**src/rtl/rxf_pkg.sv**
```systemverilog
package rxf_pkg;

   typedef enum logic [1:0] {
      RSN_REJECT  = 2'b00,
      RSN_EXACT   = 2'b01,
      RSN_HASH    = 2'b10,
      RSN_PROMISC = 2'b11
   } rsn_e;

   // register word addresses
   localparam int REG_MODE       = 0;
   localparam int REG_HASH_LO    = 2;
   localparam int REG_HASH_HI    = 3;
   localparam int REG_ENTRY_BASE = 16;

   // mode register fields
   localparam int MODE_PROMISC_BIT = 0;
   localparam int MODE_CNT_LSB     = 8;

endpackage

```
**src/rtl/rxf_cfg_regs.sv**
```systemverilog
module rxf_cfg_regs
   import rxf_pkg::*;
#(
   parameter int N_ENTRIES   = 8,
   parameter int MAC_W       = 48,
   parameter int DATA_W      = 32,
   parameter int CFG_AW      = 5,
   parameter int BINS        = 64,
   parameter int CNT_W       = 4,
   parameter int RESET_UCAST = 1
) (
   input  logic                              clk,
   input  logic                              rst_n,
   input  logic                              wr_en,
   input  logic [CFG_AW-1:0]                 wr_addr,
   input  logic [DATA_W-1:0]                 wr_data,
   output logic [N_ENTRIES-1:0][MAC_W-1:0]   entries,
   output logic [BINS-1:0]                   hash_tbl,
   output logic                              promisc,
   output logic [CNT_W-1:0]                  ucnt
);

   localparam int HI_W = MAC_W - DATA_W;

   logic             sel_mode;
   logic             sel_hlo;
   logic             sel_hhi;
   logic [CNT_W-1:0] new_cnt;
   logic             cnt_ok;

   assign sel_mode = wr_en && (wr_addr == CFG_AW'(REG_MODE));
   assign sel_hlo  = wr_en && (wr_addr == CFG_AW'(REG_HASH_LO));
   assign sel_hhi  = wr_en && (wr_addr == CFG_AW'(REG_HASH_HI));
   assign new_cnt  = wr_data[MODE_CNT_LSB +: CNT_W];
   assign cnt_ok   = (new_cnt <= CNT_W'(N_ENTRIES));

   // mode register
   always_ff @(posedge clk or negedge rst_n) begin
      if (!rst_n) begin
         promisc <= 1'b0;
         ucnt    <= CNT_W'(RESET_UCAST);
      end else if (sel_mode) begin
         promisc <= wr_data[MODE_PROMISC_BIT];
         if (cnt_ok) begin
            ucnt <= new_cnt;
         end
      end
   end

   // hash table words
   always_ff @(posedge clk or negedge rst_n) begin
      if (!rst_n) begin
         hash_tbl <= '0;
      end else begin
         if (sel_hlo) begin
            hash_tbl[DATA_W-1:0] <= wr_data;
         end
         if (sel_hhi) begin
            hash_tbl[BINS-1:DATA_W] <= wr_data;
         end
      end
   end

   // exact-match entries, two words each
   for (genvar e = 0; e < N_ENTRIES; e++) begin : g_entry
      localparam int LO_A = REG_ENTRY_BASE + 2 * e;
      localparam int HI_A = LO_A + 1;

      always_ff @(posedge clk or negedge rst_n) begin
         if (!rst_n) begin
            entries[e] <= '0;
         end else if (wr_en) begin
            if (wr_addr == CFG_AW'(LO_A)) begin
               entries[e][DATA_W-1:0] <= wr_data;
            end
            if (wr_addr == CFG_AW'(HI_A)) begin
               entries[e][MAC_W-1:DATA_W] <= wr_data[HI_W-1:0];
            end
         end
      end
   end


   cnt_hold_chk: assert property (@(posedge clk) disable iff (!rst_n)
      (sel_mode && !cnt_ok) |=> $stable(ucnt));


   hash_lo_load_chk: assert property (@(posedge clk) disable iff (!rst_n)
      sel_hlo |=> (hash_tbl[DATA_W-1:0] == $past(wr_data)));

endmodule

```
**src/rtl/rxf_hash_fold.sv**
```systemverilog
module rxf_hash_fold #(
   parameter int MAC_W  = 48,
   parameter int HASH_W = 6
) (
   input  logic [MAC_W-1:0]  mac,
   output logic [HASH_W-1:0] idx
);

   // selects the address bits that land on one bin bit
   function automatic logic [MAC_W-1:0] fold_mask(input int pos);
      logic [MAC_W-1:0] m;
      m = '0;
      for (int k = 0; k < MAC_W; k++) begin
         m[k] = ((k % HASH_W) == pos);
      end
      return m;
   endfunction

   for (genvar h = 0; h < HASH_W; h++) begin : g_bit
      localparam logic [MAC_W-1:0] MASK = fold_mask(h);
      assign idx[h] = ^(mac & MASK);
   end

endmodule

```
**src/rtl/rxf_exact_bank.sv**
```systemverilog
module rxf_exact_bank #(
   parameter int N_ENTRIES = 8,
   parameter int MAC_W     = 48,
   parameter int CNT_W     = 4
) (
   input  logic [MAC_W-1:0]                 mac,
   input  logic [N_ENTRIES-1:0][MAC_W-1:0]  entries,
   input  logic [CNT_W-1:0]                 ucnt,
   output logic                             uc_hit,
   output logic                             mc_hit
);

   logic [N_ENTRIES-1:0] eq;
   logic [N_ENTRIES-1:0] uc_side;

   for (genvar e = 0; e < N_ENTRIES; e++) begin : g_cmp
      assign eq[e]      = (mac == entries[e]);
      assign uc_side[e] = (CNT_W'(e) < ucnt);
   end

   assign uc_hit = |(eq & uc_side);
   assign mc_hit = |(eq & ~uc_side);

endmodule

```
**src/rtl/rx_dest_filter.sv**
```systemverilog
module rx_dest_filter
   import rxf_pkg::*;
#(
   parameter int N_ENTRIES   = 8,
   parameter int MAC_W       = 48,
   parameter int DATA_W      = 32,
   parameter int CFG_AW      = 5,
   parameter int HASH_W      = 6,
   parameter int RESET_UCAST = 1,
   parameter bit HASH_EN     = 1'b1
) (
   input  logic              clk,
   input  logic              rst_n,
   input  logic              cfg_we,
   input  logic [4:0]        cfg_addr,
   input  logic [31:0]       cfg_wdata,
   input  logic              da_valid,
   input  logic [47:0]       da_addr,
   output logic              dec_valid,
   output logic              dec_accept,
   output logic [1:0]        dec_reason
);

   localparam int CNT_W = $clog2(N_ENTRIES + 1);
   localparam int BINS  = 1 << HASH_W;

   // elaboration-time parameter checks
   if (N_ENTRIES < 1 || REG_ENTRY_BASE + 2 * N_ENTRIES > (1 << CFG_AW)) begin : g_bad_entries
      $error("rx_dest_filter: N_ENTRIES does not fit the register map");
   end
   if (BINS != 2 * DATA_W) begin : g_bad_bins
      $error("rx_dest_filter: hash table must span two data words");
   end
   if (MAC_W <= DATA_W || MAC_W > 2 * DATA_W) begin : g_bad_mac
      $error("rx_dest_filter: address must span one to two data words");
   end
   if (RESET_UCAST > N_ENTRIES) begin : g_bad_reset
      $error("rx_dest_filter: reset unicast count too large");
   end
   if (MODE_CNT_LSB + CNT_W > DATA_W) begin : g_bad_mode
      $error("rx_dest_filter: count field outside mode word");
   end
   if (CFG_AW != 5 || DATA_W != 32 || MAC_W != 48) begin : g_bad_ports
      $error("rx_dest_filter: port widths are fixed at 5/32/48");
   end

   logic [N_ENTRIES-1:0][MAC_W-1:0] entries;
   logic [BINS-1:0]                 hash_tbl;
   logic                            promisc;
   logic [CNT_W-1:0]                ucnt;
   logic                            uc_hit;
   logic                            mc_hit;
   logic [HASH_W-1:0]               hidx;
   logic                            hash_hit;
   logic                            is_mc;
   logic                            exact_hit;
   rsn_e                            rsn;

   rxf_cfg_regs #(
      .N_ENTRIES   (N_ENTRIES),
      .MAC_W       (MAC_W),
      .DATA_W      (DATA_W),
      .CFG_AW      (CFG_AW),
      .BINS        (BINS),
      .CNT_W       (CNT_W),
      .RESET_UCAST (RESET_UCAST)
   ) u_regs (
      .clk      (clk),
      .rst_n    (rst_n),
      .wr_en    (cfg_we),
      .wr_addr  (cfg_addr),
      .wr_data  (cfg_wdata),
      .entries  (entries),
      .hash_tbl (hash_tbl),
      .promisc  (promisc),
      .ucnt     (ucnt)
   );

   rxf_exact_bank #(
      .N_ENTRIES (N_ENTRIES),
      .MAC_W     (MAC_W),
      .CNT_W     (CNT_W)
   ) u_bank (
      .mac     (da_addr),
      .entries (entries),
      .ucnt    (ucnt),
      .uc_hit  (uc_hit),
      .mc_hit  (mc_hit)
   );

   if (HASH_EN) begin : g_hash
      rxf_hash_fold #(
         .MAC_W  (MAC_W),
         .HASH_W (HASH_W)
      ) u_fold (
         .mac (da_addr),
         .idx (hidx)
      );
      assign hash_hit = da_addr[0] & hash_tbl[hidx];
   end else begin : g_nohash
      assign hidx     = '0;
      assign hash_hit = 1'b0;
   end

   always_comb begin
      is_mc     = da_addr[0];
      exact_hit = is_mc ? mc_hit : uc_hit;
      if (exact_hit) begin
         rsn = RSN_EXACT;
      end else if (hash_hit) begin
         rsn = RSN_HASH;
      end else if (promisc) begin
         rsn = RSN_PROMISC;
      end else begin
         rsn = RSN_REJECT;
      end
   end

   always_ff @(posedge clk or negedge rst_n) begin
      if (!rst_n) begin
         dec_valid  <= 1'b0;
         dec_accept <= 1'b0;
         dec_reason <= RSN_REJECT;
      end else begin
         dec_valid  <= da_valid;
         dec_accept <= da_valid && (rsn != RSN_REJECT);
         dec_reason <= da_valid ? rsn : RSN_REJECT;
      end
   end


   verdict_follows_chk: assert property (@(posedge clk) disable iff (!rst_n)
      da_valid |=> dec_valid);


   no_strobe_idle_chk: assert property (@(posedge clk) disable iff (!rst_n)
      !da_valid |=> (!dec_valid && !dec_accept && dec_reason == 2'b00));


   accept_reason_chk: assert property (@(posedge clk) disable iff (!rst_n)
      dec_valid |-> (dec_accept == (dec_reason != 2'b00)));


   promisc_accept_chk: assert property (@(posedge clk) disable iff (!rst_n)
      (da_valid && promisc) |=> dec_accept);


   ucast_no_hash_chk: assert property (@(posedge clk) disable iff (!rst_n)
      (da_valid && !da_addr[0]) |=> (dec_reason != 2'b10));


   ucast_needs_entry_chk: assert property (@(posedge clk) disable iff (!rst_n)
      (da_valid && !da_addr[0] && !uc_hit && !promisc) |=> !dec_accept);

endmodule

```
**config.mk**
```make
export PLATFORM = sky130hd
export DESIGN_NAME = rx_dest_filter
export DESIGN_NICKNAME = d
export VERILOG_FILES = /design/src/rtl/rxf_pkg.sv /design/src/rtl/rxf_cfg_regs.sv /design/src/rtl/rxf_hash_fold.sv /design/src/rtl/rxf_exact_bank.sv /design/src/rtl/rx_dest_filter.sv
export SDC_FILE = /design/constraint.sdc
export NUM_CORES = 1
export LEC_CHECK = 0
export BUFFER_PORTS_ARGS = -buffer_cell sky130_fd_sc_hd__buf_2
export CAP_MARGIN = 30
export CORE_MARGIN = 3
export CORE_UTILIZATION = 35
export CTS_CLUSTER_DIAMETER = 30
export DETAILED_ROUTE_END_ITERATION = 10
export GPL_TIMING_DRIVEN = 0
export PLACE_DENSITY = 0.5
export SLEW_MARGIN = 30
export SYNTH_ARGS = -nofsm -noshare
export SYNTH_HDL_FRONTEND = slang
export SYNTH_HIERARCHICAL = 1
export SYNTH_SLANG_ARGS = --single-unit
export TNS_END_PERCENT = 50
```
**constraint.sdc**
```tcl
create_clock -name clk -period 2.68 [get_ports clk]
set_clock_uncertainty 0.1 [all_clocks]
set_input_delay 0.804 -clock clk [delete_from_list [all_inputs] [get_ports clk]]
set_output_delay 0.804 -clock clk [all_outputs]
set_load 0.005 [all_outputs]
```
# After elaboration in Yosys (flattened, before gate mapping)
# Cells that the tools add are included.
# word_totals
regBits,457
elab_cells,101
# op_classes
n_lt_le_gt_ge,10
eq_ne,26
mux,7
bitwise_logic,4
n_reduce_logical,31
# op_table
op,count
$eq A48 B48 Y1,8
$reduce_xor A48 Y1,6
$eq A5 B5 Y1 const B,16
$reduce_and A2 Y1,17
$and A8 B8 Y8,2
$lt A3 B4 Y1 const A,4
$reduce_or A8 Y1,2
$eq A5 B2 Y1 const B,2
$lt A1 B4 Y1 const A,2
$lt A2 B4 Y1 const A,2
$mux W2,4
$not A8 Y8,1
$lt A6 B7 Y1 const B,1
$bmux W1 S6,1
$logic_not A5 Y1,1
$le A4 B4 Y1 const B,1
$logic_and A1 B1 Y1,4
$mux W1,2
$reduce_bool A2 Y1,1
$and A1 B1 Y1,1

# Longest topological paths before layout
# Gate-level depths: netlist of the first run.
# depth
depth_word,8
depth_mapped,11

# Modules after synthesis
# The synthesis of the first run kept the hierarchy.
# modules_own_cells
mod,instances,cells_each,area_per_inst_um2,seq_area_each_um2
rxf_cfg_regs,1,1023,17095.1,11337.1
rxf_exact_bank,1,588,4805.9,0.0
rx_dest_filter,1,50,758.2,100.1
rxf_hash_fold,1,42,367.9,0.0

# Least setup slack after synthesis of the first run
# OpenSTA, ideal clock, no wires.
# synth_timing
path_type,input to register
from,in da_addr[36]
to,reg dec_accept
setup_time_ns,0.124
arrival_ns,2.949
t_required_ns,2.456
setup_slack_ns,-0.493
path_stages,9
path_buffers,1
cell_sequence,xor2_1 xnor2_1 xnor2_1 buf_6 mux4_1 mux2_2 o22ai_1 o22ai_1 o31a_1
# synth_via
elab_chain_len,8
elab_cells_between_ends,21
cone_classes,eq/ne (8); mux (5); bitwise (3); reduce/logical (5)
# synth_lines
element,line_no,rtl
start: declaration,rx_dest_filter.sv:18,"input logic [47:0] da_addr,"
$reduce_xor A48 Y1,rxf_hash_fold.sv:21,assign idx[h] = ^(mac & MASK);
via hidx[0],rx_dest_filter.sv:53,logic [HASH_W-1:0] hidx;
$bmux W1 S6,rx_dest_filter.sv:99,assign hash_hit = da_addr[0] & hash_tbl[hidx];
$mux W1 (not written as such),rx_dest_filter.sv:99,
$and A1 B1 Y1,rx_dest_filter.sv:99,
$mux W2,rx_dest_filter.sv:110,end else if (hash_hit) begin
$mux W2,rx_dest_filter.sv:108,if (exact_hit) begin
$reduce_bool A2 Y1,rx_dest_filter.sv:126,dec_accept <= da_valid && (rsn != RSN_REJECT);
$logic_and A1 B1 Y1,rx_dest_filter.sv:126,
end signal: assignment,rx_dest_filter.sv:126,
end: declaration,rx_dest_filter.sv:20,"output logic dec_accept,"
# The timed path passes the listed nets, and every way through them passes these cells. The select of a mux whose other input is x is not followed.
# A chain may end at the register's enable or synchronous reset.

# Final worst setup path of the first run
# layout_timing
from,in da_addr[35]
to,reg dec_reason[1]
# layout_via
elab_cells_between_ends,20
cone_classes,eq/ne (8); mux (6); bitwise (3); reduce/logical (3)
# layout_rtl
element,line_no,rtl
$eq A48 B48 Y1,rxf_exact_bank.sv:17,assign eq[e] = (mac == entries[e]);
$and A8 B8 Y8 (*),rxf_exact_bank.sv:22,assign mc_hit = |(eq & ~uc_side);
$reduce_or A8 Y1 (*),rxf_exact_bank.sv:22,
via mc_hit,rx_dest_filter.sv:52,logic mc_hit;
$mux W1 (*),rx_dest_filter.sv:107,exact_hit = is_mc ? mc_hit : uc_hit;
$mux W2 (*),rx_dest_filter.sv:108,
$mux W2 (*),rx_dest_filter.sv:127,dec_reason <= da_valid ? rsn : RSN_REJECT;
end signal: assignment,rx_dest_filter.sv:127,
end: declaration,rx_dest_filter.sv:21,output logic [1:0] dec_reason
# Mark *: on every way through the listed nets, which the timed path passes. The rest lies on a longest branch. The select of a mux whose other input is x is not followed.

==> results.py, run 1 <==
metrics = {
    "job": {
        "max-cap-violations": 0,
    },
    "sta": {
        "maxSlewHeadroom_pct": 28.9,
        "tightest_slew_ns": 1.07,
        "finalSetupViolCount": 3,
        "slew_viol_final": 0,
        "rsz0062_at_grt": "yes",
        "max_freq_mhz": 358,
        "period_share_pct": 104,
        "hold_viol": 0,
        "min_period_ns": 2.79,
        "setup_slack_ns": -0.110,
    },
    "logic_synthesis": {
        "yosysSeqAreaShare_pct": 49.7,
        "ys.flop_type": "dfrtp_1",
        "synth_edf_count": 0,
        "synth-seq-cells": 457,
        "synth_cell_type_count": 54,
        "syn_inst": 1703,
        "syn_area_um2": 23000,
        "synth_fp_nets": 1792,
        "avgSynthCellArea_um2": 13.5,
        "yosys_warnings": 6,
        "async_flop_share_pct": 100,
    },
    "drt": {
        "ant_nets": 0,
        "drc": 0,
        "vias": 15200,
        "drtIter0Drc": 1315,
        "firstDrtPassIters": 4,
        "post_drt_wl_per_cell_um": 30.4,
        "routed_via_density": 5.34,
        "wirelength_um": 86600,
    },
    "final_layout": {
        "final_common_cell": "dfrtp_1",
        "drive_gt1_share_pct": 45.6,
        "layoutNonFillerInstCount": 2853,
        "most-common-layout-cells": "dfrtp_1, mux2_2, xnor2_1, buf_2, clkbuf_16",
        "syn2layout_area_growth_pct": 26.3,
        "fill_cells": 5877,
        "finalNetCount": 1996,
    },
    "critical_path": {
        "criticalPathCategory": "input port to flop",
        "cp_slowest_cell": "nor4_2",
        "worstPathMaxFanout": 8,
        "worstSetupEndpointType": "flop",
        "crit_chain": "buf_2 -> buf_6 -> xnor2_1 -> nand4_1 -> nor4_2 -> nand3_2 -> o2111ai_2 -> nand2_1 -> a31oi_1 -> mux2_4 -> inv_1 -> o211a_1",
        "required_ns": 3.11,
        "worst_setup_path_start_kind": "input port",
        "cpPeakStageDelay_ns": 0.37,
        "critical_path_arrival_ns": 3.22,
    },
    "floorplan": {
        "die_h_um": 263,
        "num_rows": 93,
        "ios": 93,
        "initial_core_util_pct": 35.5,
        "die-area_um2": 68900,
        "die-width_um": 263,
        "core_um2": 64800,
    },
    "cts": {
        "cts_tree": "yes",
        "clock_path_buffers": 3,
        "htreeDepth": 3,
        "clock_sinks": 457,
        "clkTransAtPathRegs_ns": 0.04,
        "cts.root.buffer_cell": "clkbuf_16",
        "clock_latency_ns": 0.66,
        "cts_buffers": 114,
    },
    "run_status": {
        "status": "complete, but fails checks",
        "violations": "setup timing",
    },
    "global_route": {
        "grt.overflow.total": 0,
        "first_global_vias": 15900,
        "antenna_found_initial": 9,
        "grtUsageTotal_pct": 25.0,
        "grt_max_degree": 81,
        "grt_pass1_wl_um": 122000,
    },
    "placed_design": {
        "portBuffers": 75,
        "place_hpwl_um": 56600,
        "dpl.cell_count": 2640,
        "place_congestion": 0.831,
    },
    "pwr": {
        "power.density_nw_per_um2": 957,
        "fin_total_pwr_mw": 27.9,
        "p_leak_nw": 12.3,
        "vdd_drop_max_mv": 0.496,
    },
    "min_path": {
        "hp-class": "input port to flop",
    },
}
-- registers in the layout (all words and copies together) (netlist names) --
| signal | cells |
|---|---|
| dec_reason | 2 |
| u_regs/entries | 384 |
| dec_accept | 1 |
| dec_valid | 1 |
| u_regs/promisc | 1 |
| u_regs/ucnt | 4 |
| u_regs/hash_tbl | 64 |
-- layout make-up --
class	instances	area, um2	share of cell area, %
buffer	133	1020	3.51
multi-input combinational	1110	11000	38.0
timing repair buffer	88	608	2.09
clock inverter	55	721	2.48
inverter	3	11.3	0.0387
tap	855	1070	3.68
clock buffer	151	3180	10.9
sequential	457	11400	39.3
antenna	1	2.50	0.00860
-- layer usage --
metal / share of wire [%] / vias to the layer above / global-route usage [%]
met2: 47 / 456 / 40.5
met5: 0 / - / 0
met4: 2.4 / 0 / 7.55
li1: - / 6435 / -
met1: 46 / 8231 / 34.8
met3: 4.8 / 106 / 3.63
-- final timing paths --
| kind | startpoint | endpoint | slack (ns) | depth (start not counted) |
|---|---|---|---|---|
| worst max-delay path | da_addr[35] | dec_reason[1] | -0.11 | 12 |
| worst min-delay path | da_valid | dec_valid | 0.23 | 1 |
| worst max register to register | u_regs/entries[315] | dec_reason[1] | 0 | 10 |
| worst min register to register | u_regs/hash_tbl[49] | u_regs/hash_tbl[49] | 0.39 | 1 |
| max in group asynchronous | rst_n | u_regs/entries[286] | 0.79 | 4 |
| min in group asynchronous | rst_n | dec_reason[1] | 0.55 | 2 |
-- critical path, delay by kind of cell --
family	cells	cell delay (ns)
muxes	1	0.23
and+or+nand+nor	4	1.04
xor gates and xnor gates	1	0.16
buffers and inverters	3	0.41
AOI/OAI and AO/OA	3	0.53
-- power breakdown --
part,total [mW],switching [mW],internal [mW]
Combinational,4.83,2.21,2.62
Sequential,9.17,0.888,8.28
Clock,13.9,4.22,9.64
-- logic make-up (layout without fill, tap and decap cells) --
group                     Yosys count  in the layout  share of synthesized area [%]
buffers and inverters             136            430                           4.09
other                               0              1                              0
DFF                               457            457                           49.7
muxes                             474            474                           24.2
xor gates and xnor gates          426            426                           16.2
and+or+nand+nor                   179            179                           4.84
AOI/OAI and AO/OA                  31             31                          0.951
-- synthesized netlist by cell type, types with 2 or more instances --
| library cell | n | area share (%) |
|---|---|---|
| nand4_1 | 98 | 2.7 |
| nand2_1 | 13 | 0.21 |
| o2111ai_1 | 2 | 0.076 |
| mux2_2 | 445 | 22 |
| mux2_4 | 5 | 0.33 |
| mux2_1 | 4 | 0.20 |
| mux4_1 | 12 | 1.4 |
| nor4_2 | 4 | 0.22 |
| nand4b_1 | 2 | 0.076 |
| o22ai_1 | 5 | 0.14 |
| xor2_1 | 6 | 0.23 |
| a221o_2 | 2 | 0.098 |
| nor2_1 | 7 | 0.11 |
| inv_1 | 3 | 0.049 |
| buf_4 | 17 | 0.55 |
| mux2i_1 | 4 | 0.17 |
| mux4_2 | 4 | 0.39 |
| xnor2_1 | 419 | 16 |
| a21oi_1 | 2 | 0.043 |
| or3_1 | 2 | 0.054 |
| nand2b_1 | 3 | 0.082 |
| buf_1 | 17 | 0.28 |
| dfrtp_1 | 456 | 50 |
| o21ai_1 | 2 | 0.043 |
| nor4_1 | 22 | 0.60 |
| buf_2 | 35 | 0.76 |
| clkbuf_2 | 2 | 0.043 |
| o21ai_0 | 6 | 0.13 |
| clkbuf_1 | 21 | 0.34 |
| buf_6 | 36 | 1.8 |
| clkbuf_8 | 5 | 0.30 |
| nor2_2 | 6 | 0.16 |
| o21a_1 | 2 | 0.065 |
| o32a_1 | 2 | 0.087 |
| nor2b_1 | 2 | 0.054 |
| nor3_1 | 2 | 0.043 |
| a31oi_1 | 3 | 0.082 |
| nand3_1 | 9 | 0.20 |
-- per-stage QoR --
step	setup TNS [ns]	setup slack, ns	hold slack [ns]	cell area, um2	utilization [%]
after floorplan	-0.828	-0.330	0.350	23000	-
after global placement	-4139.88	-9.06	0.362	24500	37.8
after detailed placement	-26.95	-1.39	0.373	24700	38.1
after CTS	0	0.00270	0.189	29100	44.8
after global routing	-0.238	-0.0975	0.215	29100	44.9
final	-0.161	-0.110	0.226	29100	44.9
-- timing repair --
action                                 in CTS  in global routing
cloned                                      0                  0
setup endpoints to repair                   3                  3
endpoints found under the hold margin      35                  0
hold buffers                                1                  0
gates resized for setup                    64                  7
pin swaps                                  13                  7
setup buffers                               5                  0
(Power assumes the default switching activity.)
==> run 2, diff against run 1 <==
ABC_AREA = 1   (was default)
==> results.py, run 2 <==
metrics = {
    "run_status": {
        "status": "completed",
    },
    "pwr": {
        "p_leak_nw": 15.5,
        "vdd_drop_max_mv": 0.432,
        "swShare_pct": 27.1,
        "fin_total_pwr_mw": 29.7,
        "pwr-share-comb_pct": 14.3,
        "p_int_mw": 21.6,
        "seqPwrFrac_pct": 30.6,
        "switchingPower_mw": 8.06,
        "pwr-share-clk_pct": 55.0,
        "power.density_nw_per_um2": 954,
    },
    "global_route": {
        "grtUsageTotal_pct": 23.5,
        "grt_pass1_wl_um": 129000,
        "grt_max_degree": 81,
        "grt.overflow.total": 0,
        "antenna_found_initial": 5,
        "first_global_vias": 20400,
    },
    "placed_design": {
        "place_congestion": 0.841,
        "dpl.cell_count": 4313,
        "place_hpwl_um": 60800,
        "place_area_um2": 26400,
        "pre_cts_ws_ns": -0.786,
        "portBuffers": 91,
    },
    "sta": {
        "hold_viol": 0,
        "holdWs_ns": 0.143,
        "rsz0062_at_grt": "no",
        "min_period_ns": 2.48,
        "maxSlewHeadroom_pct": 35.6,
        "finalSetupViolCount": 0,
        "setup_slack_ns": 0.199,
        "max_freq_mhz": 403,
        "period_share_pct": 92.6,
        "slew_viol_final": 0,
        "tightest_slew_ns": 0.966,
    },
    "cts": {
        "clock_path_buffers": 3,
        "cts_tree": "yes",
        "clock_latency_ns": 0.70,
        "clkTransAtPathRegs_ns": 0.04,
        "htreeDepth": 4,
        "clock_sinks": 457,
        "cts.root.buffer_cell": "clkbuf_16",
        "cts_buffers": 131,
    },
    "logic_synthesis": {
        "synth_edf_count": 0,
        "syn_inst": 3285,
        "synth_fp_nets": 3374,
        "syn_area_um2": 24600,
        "avgSynthCellArea_um2": 7.49,
        "yosysSeqAreaShare_pct": 46.5,
        "synth.most_common_cell": "nand2_1",
        "yosysTopAreaCellShare_pct": 46.4,
        "ys.flop_type": "dfrtp_1",
        "netlist_top_cells_count": "nand2_1, dfrtp_1, o21ai_0",
        "synth-seq-cells": 457,
        "async_flop_share_pct": 100,
        "synth_cell_type_count": 33,
        "synth_area_leaders": "dfrtp_1, nand2_1, o21ai_0",
        "yosys.area.top_type": "dfrtp_1",
        "yosys_warnings": 6,
    },
    "drt": {
        "drc": 0,
        "firstDrtPassIters": 7,
        "routed_via_density": 4.73,
        "ant_nets": 0,
        "wirelength_um": 86200,
        "drtIter0Drc": 1545,
        "post_drt_wl_per_cell_um": 18.9,
        "vias": 21500,
    },
    "critical_path": {
        "criticalPathCategory": "input port to flop",
        "rrSetupSlack_ns": 0.38,
        "rr_worst_depth": 16,
        "worstSetupEndpointType": "flop",
        "worstPathMaxFanout": 9,
        "r2r-start": "u_regs/entries[192]",
        "critical_path_arrival_ns": 2.97,
        "r2r_end": "dec_accept",
        "worst_setup_path_start_kind": "input port",
        "required_ns": 3.17,
    },
    "final_layout": {
        "most-common-layout-cells": "nand2_1, dfrtp_1, o21ai_0, inv_1, nor2_1",
        "top_regs": "u_regs/entries x384, u_regs/hash_tbl x64, u_regs/ucnt x4",
        "largest_register_ffs": 384,
        "finalNetCount": 3607,
        "drive_gt1_share_pct": 14.7,
        "final_common_cell": "nand2_1",
        "syn2layout_area_growth_pct": 26.5,
        "largest-register": "u_regs/entries",
        "final_area_um2": 31100,
        "layoutNonFillerInstCount": 4556,
        "fill_cells": 7092,
    },
    "job": {
        "max-cap-violations": 0,
    },
    "min_path": {
        "worstHoldStart": "da_valid",
        "hp-class": "input port to flop",
        "holdPathStages": 1,
        "worstHoldEndpoint": "dec_valid",
    },
    "floorplan": {
        "ios": 93,
        "die-area_um2": 73500,
        "core_um2": 69200,
        "initial_core_util_pct": 35.6,
        "num_rows": 96,
        "die_h_um": 271,
        "die-width_um": 271,
    },
}
[run 2: kinds of logic (layout without fill, tap and decap cells)]
family                 Yosys count  count (layout)  synth area share [%]
multiplexers                     1               1                0.0407
flip-flops                     457             457                  46.5
AO/OA/AOI/OAI                  453             453                  9.21
buffers and inverters          471             809                  9.10
AND/OR/NAND/NOR               1684            1684                  27.2
other                            0               2                     0
XOR/XNOR                       219             219                  7.94
[run 2: power by group through the flow]
stage	registers, mW	clock network (mW)	logic (mW)
final	9.10	16.3	4.25
after global placement	9.16	0	4.14
after CTS	9.10	16.6	4.26
after floorplan	8.99	0	3.06
after global routing	9.28	17.0	4.90
after detailed placement	9.17	0	4.23
[run 2: through the flow]
step / TNS [ns] / utilization (%)
global route: 0 / 45.0
floorplan: 0 / -
CTS: 0 / 45.0
global placement: -4247.25 / 37.9
detailed placement: -2.36 / 38.2
finish: 0 / 45.0
[run 2: repair_timing]
| item | 4_1_cts | 5_1_grt |
|---|---|---|
| endpoints found under the setup margin | 3 | 3 |
| hold buffers | 1 | 0 |
| endpoints found under the hold margin | 17 | 0 |
| resized for setup | 1 | 3 |
| buffers inserted | 0 | 2 |
[run 2: metal layers]
layer  global-route usage, %  wire length [um]
met1                    33.5             41100
met5                       0                 0
met4                    9.40              2760
met3                    4.46              4760
met2                    35.2             37600
[run 2: area by class of cell]
type / instances / area (um2) / share of cell area, %
inverters: 311 / 1220 / 3.91
clock buffers: 174 / 3770 / 12.1
multi-input cells: 2357 / 10900 / 35.2
flip-flops and latches: 457 / 11400 / 36.7
plain buffers: 160 / 1030 / 3.31
clock inverters: 64 / 911 / 2.93
well taps: 931 / 1160 / 3.74
diodes: 2 / 5.00 / 0.0161
repair buffers: 100 / 656 / 2.11
[run 2: critical path, stage by stage]
cell and delay, ns:
buf_2 0.13, inv_1 0.04, nand2_1 0.07, nand3_1 0.24, nand2_1 0.15, nand2_1 0.07, nand2_1 0.06, nand2_1 0.05
nand2_1 0.05, clkbuf_4 0.24, clkinvlp_4 0.12, buf_4 0.16, nand3_1 0.08, nand2_1 0.09, nand2_1 0.07, nand3_1 0.07
nand3b_1 0.09, nand2_1 0.11, nand2_2 0.10, nand3_1 0.07, nand2_1 0.08, inv_1 0.03
[run 2: worst max-delay path by stage]
stage,startpoint,endpoint,slack [ns],depth (start not counted)
2_1_floorplan,da_addr[24],dec_accept,0.24,24
3_3_place_gp,rst_n,u_regs/entries[326],-9.39,1
3_5_place_dp,da_addr[26],dec_accept,-0.79,18
4_1_cts,da_addr[26],dec_accept,0.15,18
5_1_grt,da_addr[0],dec_accept,0.01,16
6_report,da_addr[14],dec_accept,0.20,22
==> run 3, diff against run 2 <==
CORE_UTILIZATION = 40   (was 35)
PLACE_DENSITY = 0.56   (was 0.5)
==> results.py, run 3 (synthesis gave the netlist of run 2 again) <==
metrics = {
    "run_status": {
        "status": "completed",
    },
    "floorplan": {
        "initial_core_util_pct": 40.6,
        "core_um2": 60600,
        "num_rows": 90,
        "die_h_um": 254,
        "die-area_um2": 64500,
        "ios": 93,
        "die-width_um": 254,
    },
    "final_layout": {
        "fill_cells": 6005,
        "most-common-layout-cells": "nand2_1, dfrtp_1, o21ai_0, inv_1, nor2_1",
        "largest-register": "u_regs/entries",
        "finalNetCount": 3595,
        "top_regs": "u_regs/entries x384, u_regs/hash_tbl x64, u_regs/ucnt x4",
        "syn2layout_area_growth_pct": 23.4,
        "layoutNonFillerInstCount": 4384,
        "largest_register_ffs": 384,
        "diodes": 0,
        "final_common_cell": "nand2_1",
        "drive_gt1_share_pct": 13.9,
    },
    "global_route": {
        "antenna_found_initial": 1,
        "grtUsageMet3_pct": 3.81,
        "grt.overflow.total": 0,
        "grt_util_met2_pct": 40.1,
        "first_global_vias": 20600,
        "grt_util_met1_pct": 37.4,
        "grt_pass1_wl_um": 126000,
        "grt_max_degree": 84,
        "top_usage_layer": "met2",
        "grtUsageTotal_pct": 26.0,
    },
    "sta": {
        "maxSlewHeadroom_pct": 31.9,
        "rsz0062_at_grt": "no",
        "hold_viol": 0,
        "max_freq_mhz": 402,
        "slew_viol_final": 0,
        "min_period_ns": 2.49,
        "finalSetupViolCount": 0,
        "tightest_slew_ns": 1.02,
        "period_share_pct": 92.9,
    },
    "cts": {
        "htreeDepth": 3,
        "clock_sinks": 457,
        "cts_setup_buffers": 0,
        "clock_latency_ns": 0.68,
        "cts_tree": "yes",
        "cts_buffers": 121,
        "clock_path_buffers": 3,
        "clkTransAtPathRegs_ns": 0.04,
        "cts.root.buffer_cell": "clkbuf_16",
    },
    "job": {
        "max-cap-violations": 0,
    },
    "critical_path": {
        "criticalPathCategory": "input port to flop",
        "cp_slowest_cell": "xor2_1",
        "worstPathMaxFanout": 9,
        "worstSetupEndpointType": "flop",
        "required_ns": 3.14,
        "crit_chain": "buf_2 -> buf_4 -> xor2_1 -> nor2_1 -> nand2_1 -> nor2_1 -> nand2_1 -> nor2_2 -> nand3_1 -> nand2_1 -> nor2_1 -> nand2_1 -> mux2i_2 -> nand3_1 -> nand2_1 -> inv_1",
        "rr_worst_depth": 14,
        "rrSetupSlack_ns": 0.40,
        "worst_setup_path_start_kind": "input port",
        "crit_top_cell": "nand2_1",
        "critical_path_arrival_ns": 2.95,
        "crit_path_end": "dec_accept",
        "cpPeakStageDelay_ns": 0.38,
        "worstSetupStartpoint": "da_addr[0]",
        "r2r_end": "dec_accept",
        "r2r-start": "u_regs/entries[48]",
    },
    "pwr": {
        "vdd_drop_max_mv": 0.561,
        "fin_total_pwr_mw": 27.8,
        "p_leak_nw": 15.2,
        "power.density_nw_per_um2": 914,
    },
    "placed_design": {
        "dpl.cell_count": 4164,
        "place_congestion": 0.880,
        "portBuffers": 91,
        "place_hpwl_um": 58000,
    },
    "min_path": {
        "holdPathStages": 1,
        "hp-class": "input port to flop",
    },
    "drt": {
        "routed_via_density": 4.92,
        "ant_nets": 0,
        "firstDrtPassIters": 6,
        "post_drt_wl_per_cell_um": 18.8,
        "wirelength_um": 82400,
        "drc": 0,
        "drtIter0Drc": 1761,
        "vias": 21600,
    },
}
## run 3: cell types whose count changed in the layout (fill, tap and decap cells not counted), sizes merged
cell      before  now
clkbuf       232  224
bufinv        20   14
inv          315  312
clkinvlp       7    5
diode          2    0
buf          201  199
## run 3: what timing repair did
action | 4_1_cts | 5_1_grt
endpoints found under the hold margin | 31 | 0
setup endpoints to repair | 2 | 1
resized for setup | 1 | 5
hold buffers | 1 | 0
## run 3: metal layers
layer / wire, um / vias to the layer above
li1: - / 10600
met1: 38600 / 10300
met2: 36500 / 588
met3: 5020 / 125
met4: 2220 / 0
met5: 0 / -
## run 3: worst min-delay path by stage
| stage | from | to | slack (ns) |
|---|---|---|---|
| after floorplan | u_regs/ucnt[0] | u_regs/ucnt[0] | 0.35 |
| after global placement | u_regs/hash_tbl[20] | u_regs/hash_tbl[20] | 0.37 |
| after detailed placement | u_regs/hash_tbl[1] | u_regs/hash_tbl[1] | 0.37 |
| after CTS | da_valid | dec_valid | 0.14 |
| after global routing | da_valid | dec_valid | 0.16 |
| final | da_valid | dec_valid | 0.17 |
## run 3: where the power goes
part | internal (mW) | switching, mW | total [mW]
Combinational | 1.72 | 2.51 | 4.23
Clock | 10.0 | 4.40 | 14.4
Sequential | 8.21 | 0.888 | 9.10
Total | 20.0 | 7.80 | 27.8
## run 3: per-stage QoR
| step | hold slack, ns | setup WS (ns) | area, um2 | setup TNS, ns | utilization [%] |
|---|---|---|---|---|---|
| 2_1_floorplan | 0.351 | 0.239 | 24600 | 0 | - |
| 3_3_place_gp | 0.368 | -9.17 | 26000 | -4159.20 | 43.0 |
| 3_5_place_dp | 0.372 | -0.729 | 26200 | -2.12 | 43.3 |
| 4_1_cts | 0.138 | 0.173 | 30400 | 0 | 50.1 |
| 5_1_grt | 0.163 | 0.00331 | 30400 | 0 | 50.2 |
| 6_report | 0.169 | 0.191 | 30400 | 0 | 50.2 |
## run 3: worst max-delay path: cells and delay by family
family                 cells  cell delay, ns
buffers and inverters      3            0.48
XOR/XNOR                   1            0.38
multiplexers               1            0.35
AND/OR/NAND/NOR           11            0.94
## run 3: final cells by class
type	count	area [um2]	share of cell area [%]
flip-flops and latches	457	11400	37.6
clock inverters	53	742	2.44
multi-input cells	2357	10900	36.0
inverters	311	1220	4.00
well taps	782	978	3.22
plain buffers	160	1030	3.40
repair buffers	98	641	2.11
clock buffers	166	3390	11.1
